## src/rtl/rxmux_pkg.sv

```systemverilog
package rxmux_pkg;

  localparam int unsigned DEF_SAMP_W = 8;
  localparam int unsigned DEF_NIB_W  = 4;
  localparam int unsigned DEF_IF_W   = 12;
  localparam int unsigned DEF_IF_DIV = 2;

  // width of a counter that runs 0 .. n-1 (at least one bit)
  function automatic int unsigned cnt_w(input int unsigned n);
    return (n < 3) ? 1 : $clog2(n);
  endfunction

  // lowest bit of the nibble sent in a given slot; slot 0 is the top of the pair
  function automatic int unsigned slot_lsb(input int unsigned slot,
                                           input int unsigned slots,
                                           input int unsigned nib_w);
    return (slots - 1 - slot) * nib_w;
  endfunction

endpackage

```

## src/rtl/rxmux_pair_stage.sv

```systemverilog
module rxmux_pair_stage #(
  parameter int unsigned SAMP_W = rxmux_pkg::DEF_SAMP_W
) (
  input  logic                  clk,
  input  logic                  rst_n,
  input  logic                  stb,
  input  logic [SAMP_W-1:0]     i_in,
  input  logic [SAMP_W-1:0]     q_in,
  output logic [2*SAMP_W-1:0]   pair_next
);

  logic [2*SAMP_W-1:0] pend_q;

  // latest pair, with a strobe in this cycle taking priority over the held one
  assign pair_next = stb ? {i_in, q_in} : pend_q;

  always_ff @(posedge clk or negedge rst_n) begin
    if (!rst_n) pend_q <= '0;
    else        pend_q <= pair_next;
  end

endmodule

```

## src/rtl/rxmux_nib_seq.sv

```systemverilog
module rxmux_nib_seq #(
  parameter int unsigned SAMP_W = rxmux_pkg::DEF_SAMP_W,
  parameter int unsigned NIB_W  = rxmux_pkg::DEF_NIB_W
) (
  input  logic                  clk,
  input  logic                  rst_n,
  input  logic [2*SAMP_W-1:0]   pair_next,
  output logic [NIB_W-1:0]      nib_out,
  output logic                  nib_sof,
  output logic [2*SAMP_W-1:0]   act_pair
);

  localparam int unsigned SLOTS = 2 * (SAMP_W / NIB_W);
  localparam int unsigned PH_W  = rxmux_pkg::cnt_w(SLOTS);
  localparam int unsigned LAST  = SLOTS - 1;

  logic [PH_W-1:0]  ph_q;
  logic             seq_wrap;
  logic [NIB_W-1:0] slice [SLOTS];

  assign seq_wrap = (ph_q == PH_W'(LAST));

  for (genvar g = 0; g < SLOTS; g++) begin : g_slice
    assign slice[g] = act_pair[rxmux_pkg::slot_lsb(g, SLOTS, NIB_W) +: NIB_W];
  end

  always_ff @(posedge clk or negedge rst_n) begin
    if (!rst_n) begin
      ph_q     <= '0;
      act_pair <= '0;
      nib_out  <= '0;
      nib_sof  <= 1'b0;
    end else begin
      nib_out <= slice[ph_q];
      nib_sof <= (ph_q == '0);
      if (seq_wrap) begin
        act_pair <= pair_next;
        ph_q     <= '0;
      end else begin
        ph_q     <= ph_q + 1'b1;
      end
    end
  end

endmodule

```

## src/rtl/rxmux_if_port.sv

```systemverilog
module rxmux_if_port #(
  parameter int unsigned W   = rxmux_pkg::DEF_IF_W,
  parameter int unsigned DIV = rxmux_pkg::DEF_IF_DIV
) (
  input  logic           clk,
  input  logic           rst_n,
  input  logic           stb,
  input  logic [W-1:0]   samp,
  output logic [W-1:0]   if_out,
  output logic           if_dv
);

  localparam int unsigned CW = rxmux_pkg::cnt_w(DIV);

  logic [CW-1:0] div_q;
  logic          upd;
  logic [W-1:0]  hold_q;
  logic [W-1:0]  fresh;

  assign upd   = (div_q == CW'(DIV - 1));
  assign fresh = stb ? samp : hold_q;

  always_ff @(posedge clk or negedge rst_n) begin
    if (!rst_n) begin
      div_q  <= '0;
      hold_q <= '0;
      if_out <= '0;
      if_dv  <= 1'b0;
    end else begin
      hold_q <= fresh;
      if_dv  <= upd;
      div_q  <= upd ? '0 : div_q + 1'b1;
      if (upd) if_out <= fresh;
    end
  end

endmodule

```

## src/rtl/rxconv_out_mux.sv

```systemverilog
module rxconv_out_mux #(
  parameter int unsigned SAMP_W = rxmux_pkg::DEF_SAMP_W,
  parameter int unsigned NIB_W  = rxmux_pkg::DEF_NIB_W,
  parameter int unsigned IF_W   = rxmux_pkg::DEF_IF_W,
  parameter int unsigned IF_DIV = rxmux_pkg::DEF_IF_DIV
) (
  input  logic              clk,
  input  logic              rst_n,
  input  logic              iq_stb,
  input  logic [SAMP_W-1:0] i_samp,
  input  logic [SAMP_W-1:0] q_samp,
  input  logic              if_stb,
  input  logic [IF_W-1:0]   if_samp,
  output logic [NIB_W-1:0]  nib_out,
  output logic              nib_sof,
  output logic [IF_W-1:0]   if_out,
  output logic              if_dv
);

  localparam int unsigned SLOTS  = 2 * (SAMP_W / NIB_W);
  localparam int unsigned PAIR_W = 2 * SAMP_W;

  // named internal events, observed by the bound checker
  logic [PAIR_W-1:0] pair_next;
  logic [PAIR_W-1:0] act_pair;

  rxmux_pair_stage #(.SAMP_W(SAMP_W)) u_pair (
    .clk       (clk),
    .rst_n     (rst_n),
    .stb       (iq_stb),
    .i_in      (i_samp),
    .q_in      (q_samp),
    .pair_next (pair_next)
  );

  rxmux_nib_seq #(.SAMP_W(SAMP_W), .NIB_W(NIB_W)) u_seq (
    .clk       (clk),
    .rst_n     (rst_n),
    .pair_next (pair_next),
    .nib_out   (nib_out),
    .nib_sof   (nib_sof),
    .act_pair  (act_pair)
  );

  rxmux_if_port #(.W(IF_W), .DIV(IF_DIV)) u_if (
    .clk    (clk),
    .rst_n  (rst_n),
    .stb    (if_stb),
    .samp   (if_samp),
    .if_out (if_out),
    .if_dv  (if_dv)
  );

endmodule

```

## config.mk

```make
export PLATFORM = sky130hd
export DESIGN_NAME = rxconv_out_mux
export DESIGN_NICKNAME = d
export VERILOG_FILES = /design/src/rtl/rxmux_pkg.sv /design/src/rtl/rxmux_pair_stage.sv /design/src/rtl/rxmux_nib_seq.sv /design/src/rtl/rxmux_if_port.sv /design/src/rtl/rxconv_out_mux.sv
export SDC_FILE = /design/constraint.sdc
export NUM_CORES = 1
export LEC_CHECK = 0
export BUFFER_PORTS_ARGS = -buffer_cell sky130_fd_sc_hd__buf_2
export CORE_MARGIN = 2
export CORE_UTILIZATION = 30
export CTS_BUF_LIST = sky130_fd_sc_hd__clkbuf_4 sky130_fd_sc_hd__clkbuf_8
export DETAILED_ROUTE_END_ITERATION = 16
export PLACE_DENSITY = 0.49
export SYNTH_ARGS = -nofsm -noshare
export SYNTH_HDL_FRONTEND = slang
export SYNTH_SLANG_ARGS = --single-unit
export TNS_END_PERCENT = 30
```

## constraint.sdc

```tcl
create_clock -name clk -period 1.9 [get_ports clk]
set_input_delay 0.095 -clock clk [delete_from_list [all_inputs] [get_ports clk]]
set_output_delay 0.095 -clock clk [all_outputs]
set_load 0.05 [all_outputs]
```

==> impl_results.md <==
- Final-layout fill cell count: 776
- Share of total power in sequential cells: 0.491
- Slowest stage cell on the critical path: sky130_fd_sc_hd__dfrtp_1
- Chip Width: 95.67 um
- Clock sink total: 65
- WS Path Type: flip-flop to flip-flop
- Largest net degree at the start of global routing: 66
- Clock network latency to the later pin of the worst-skew pair: 0.33 ns
- Count of routing violations after the opening detailed-route iteration: 66
- Number of cells on the critical path: 3
- Die area: 9153 um2
- Number of flip-flops and latches in the synthesized netlist: 65
- Via-to-Cell Ratio: 4.229
- Buf/Inv on CP: 1
- Overall via count from detail_route: 1383
- Switching Share: 0.2402
- Max-slew violation count: 0
- Most common cell after layout, fill and taps aside: sky130_fd_sc_hd__dfrtp_1
- Placeable core area: 8175 um2
- Syn nets: 172
- Critical Path, Cell by Cell: ha_1 > buf_4 > mux2_2
- Total power divided by cell area: 956.1 nW/um2
- Worst Tran Pin Value: 0.5608 ns
- Number of nets in the finished design: 252
- Remaining DRCs: 0
- Relative contribution of the clock network to total power: 0.365
- Post-route clock period utilization: 0.7463
- Crit path time final: 1.418 ns
- Detailed-route wire length: 4358 um
- Number of cells after detailed placement: 288
- Final hold vios: 0
- Worst clock skew: 0.005570 ns
- Result of the run: complete, no violations
- Startpoint Class: flip-flop
- Worst Setup End Kind: flip-flop
- Number of H-tree levels: 3
- Rel. slew slack: 0.6262
- Count of final setup violators: 0
- Hold Path Stages: 2
- Cell leakage power: 1.535 nW
- RSZ-0062 raised after global routing: false
- Worst-path maximum fanout: 9
- Mapped Area: 2521 um2
- Detailed Place HPWL: 2815 um
- Final antenna-violating net count: 0
- Die Y: 95.67 um
- IO Count: 50
- Total Neg Setup Slack: 0 ns
- Final non-filler cell total: 327
- Number of antenna cells inserted: 0
- Starting density of the core: 0.3084
- Synthesized instance count: 138
- Total clock buffers created by CTS: 9
- Design Area, Final: 3313 um2
- Commonest non-fill, non-tap cells in the layout: 65 x sky130_fd_sc_hd__dfrtp_1, 49 x sky130_fd_sc_hd__buf_2, 36 x sky130_fd_sc_hd__mux2_2
- Worst endpoint data arrival time: 1.64 ns
- Power Total: 3.168 mW
- Maximum clock path buffer count: 2
- Global-route total usage across every layer: 0.1090
- Peak VDD IR: 0.5552 mV
- CTS tree: done
- Placed Instance Area: 2874 um2
- Part of the total power dissipated in combinational logic: 0.143
- P_int: 2.407 mW
- Clock transition time at the flip-flop clock pins of the worst setup and hold paths: 0.06 ns
- Area added between synthesis and finish: 31.41%
- Max-Cap Viols: 0
- Sequential cell area fraction in the yosys report: 0.6452
- Post-CTS setup-driven buffer insertion count: 0
- Required time of the critical path: 2.12 ns
- First-pass GRT wire length: 7355 um
- Drt pass-1 iters: 2
- Last weighted congestion value of the routability-driven placer: 0.6324
- Row count: 33
- Kind of path behind the tightest hold check: primary input to flip-flop
- Via count of the first global-routing pass: 1535
- Reported net switching power: 760.7 uW
- Share of final-layout standard cells stronger than drive strength 1: 0.5721
- Mapped Avg Cell Area: 18.27 um2
- Ys Warns: 0
- Count of distinct cell types in the synthesized netlist: 11
- Count of input and output buffers: 49
- GRT overflow: 0
- Depth of the most critical reg-to-reg path: 3
- Number of antenna violations at the first check in global routing: 0
- Cell type group with the largest total delay on the critical path: flip-flops
- Highest achievable clock rate: 705.3 MHz
- Detail-routed net length per standard cell: 13.33 um
- Cell at the root of the clock tree: sky130_fd_sc_hd__clkbuf_8
- Worst stage delay on the critical path: 0.53 ns
path summary, 6_finish.rpt:
kind	start	to	slack [ns]
worst max register to register	u_seq.ph_q[0]	u_seq.act_pair[1]	0.48
worst min-delay path	q_samp[3]	u_pair.pend_q[3]	0.02
worst max-delay path	u_seq.ph_q[0]	u_seq.act_pair[1]	0.48
min in group asynchronous	rst_n	u_if.if_dv	0.31
worst min register to register	u_if.hold_q[4]	u_if.hold_q[4]	0.49
max in group asynchronous	rst_n	u_seq.ph_q[0]	1.31
synth_stat cells:
cell type / n / share of area
sky130_fd_sc_hd__buf_2: 4 / 0.0079
sky130_fd_sc_hd__buf_4: 1 / 0.0030
sky130_fd_sc_hd__ha_1: 2 / 0.0099
sky130_fd_sc_hd__dfrtp_1: 65 / 0.65
sky130_fd_sc_hd__mux2_4: 20 / 0.12
sky130_fd_sc_hd__mux2_2: 36 / 0.16
sky130_fd_sc_hd__nor2_1: 1 / 0.0015
sky130_fd_sc_hd__buf_6: 1 / 0.0045
sky130_fd_sc_hd__inv_1: 3 / 0.0045
sky130_fd_sc_hd__mux4_2: 4 / 0.036
sky130_fd_sc_hd__buf_12: 1 / 0.0079
cell type report:
type                    instances  area (um2)  area share
inverters                       3       11.26    0.003399
repair buffers                 76       520.5      0.1571
clock inverters                 3       40.04     0.01208
well taps                     105       131.4     0.03965
flip-flops and latches         65        1627      0.4909
clock buffers                  12       158.9     0.04796
multi-input cells              63       824.5      0.2489
worst register-to-register path, delay by kind of cell, from the launching register on:
family                   cells  cell delay [ns]
flip-flops                   1             0.53
multiplexers                 1             0.35
buffers and inverters        1             0.20
adder cells (fa/ha/maj)      1             0.23
power by group through the flow:
stage | registers [mW] | logic (mW) | clock network (mW)
after floorplan | 1.69 | 0.180 | 0
after global placement | 1.58 | 0.421 | 0
after detailed placement | 1.58 | 0.425 | 0
after CTS | 1.56 | 0.463 | 1.22
after global routing | 1.57 | 0.492 | 1.28
final | 1.56 | 0.454 | 1.16
state kept, by name, indices dropped and copies added, names as in the netlist:
register,flops
u_pair.pend_q,16
u_seq.nib_sof,1
u_if.div_q,1
u_seq.ph_q,2
u_if.if_out,12
u_seq.act_pair,16
u_if.if_dv,1
u_seq.nib_out,4
u_if.hold_q,12
metrics by stage:
step / worst slack, ns / util / hold WS, ns
floorplan: 0.4363 / - / -0.2006
global placement: 0.4748 / 0.3515 / 0.1449
detailed placement: 0.4495 / 0.3515 / 0.1481
CTS: 0.4449 / 0.4040 / 0.001080
global route: 0.3560 / 0.4053 / 0.006158
finish: 0.4821 / 0.4053 / 0.02190
kinds of logic (layout without fill, tap and decap cells):
group / Yosys count / after routing / share of synthesized area
DFF: 65 / 65 / 0.6452
muxes: 60 / 60 / 0.3156
buffers and inverters: 10 / 94 / 0.02779
adders and majority gates: 2 / 2 / 0.009924
and+or+nand+nor: 1 / 1 / 0.001487
layer usage:
layer	part of all wire	global-route usage
met5	0	0
met4	0.0096	0.03214
met3	0.074	0.05217
met2	0.48	0.1725
met1	0.44	0.1320
repair_timing:
item                                    4_1_cts  5_1_grt
resized for setup                             0        0
endpoints found under the setup margin        0        0
hold buffers                                 23        1
endpoints found under the hold margin        87        1
(Power assumes the default switching activity.)
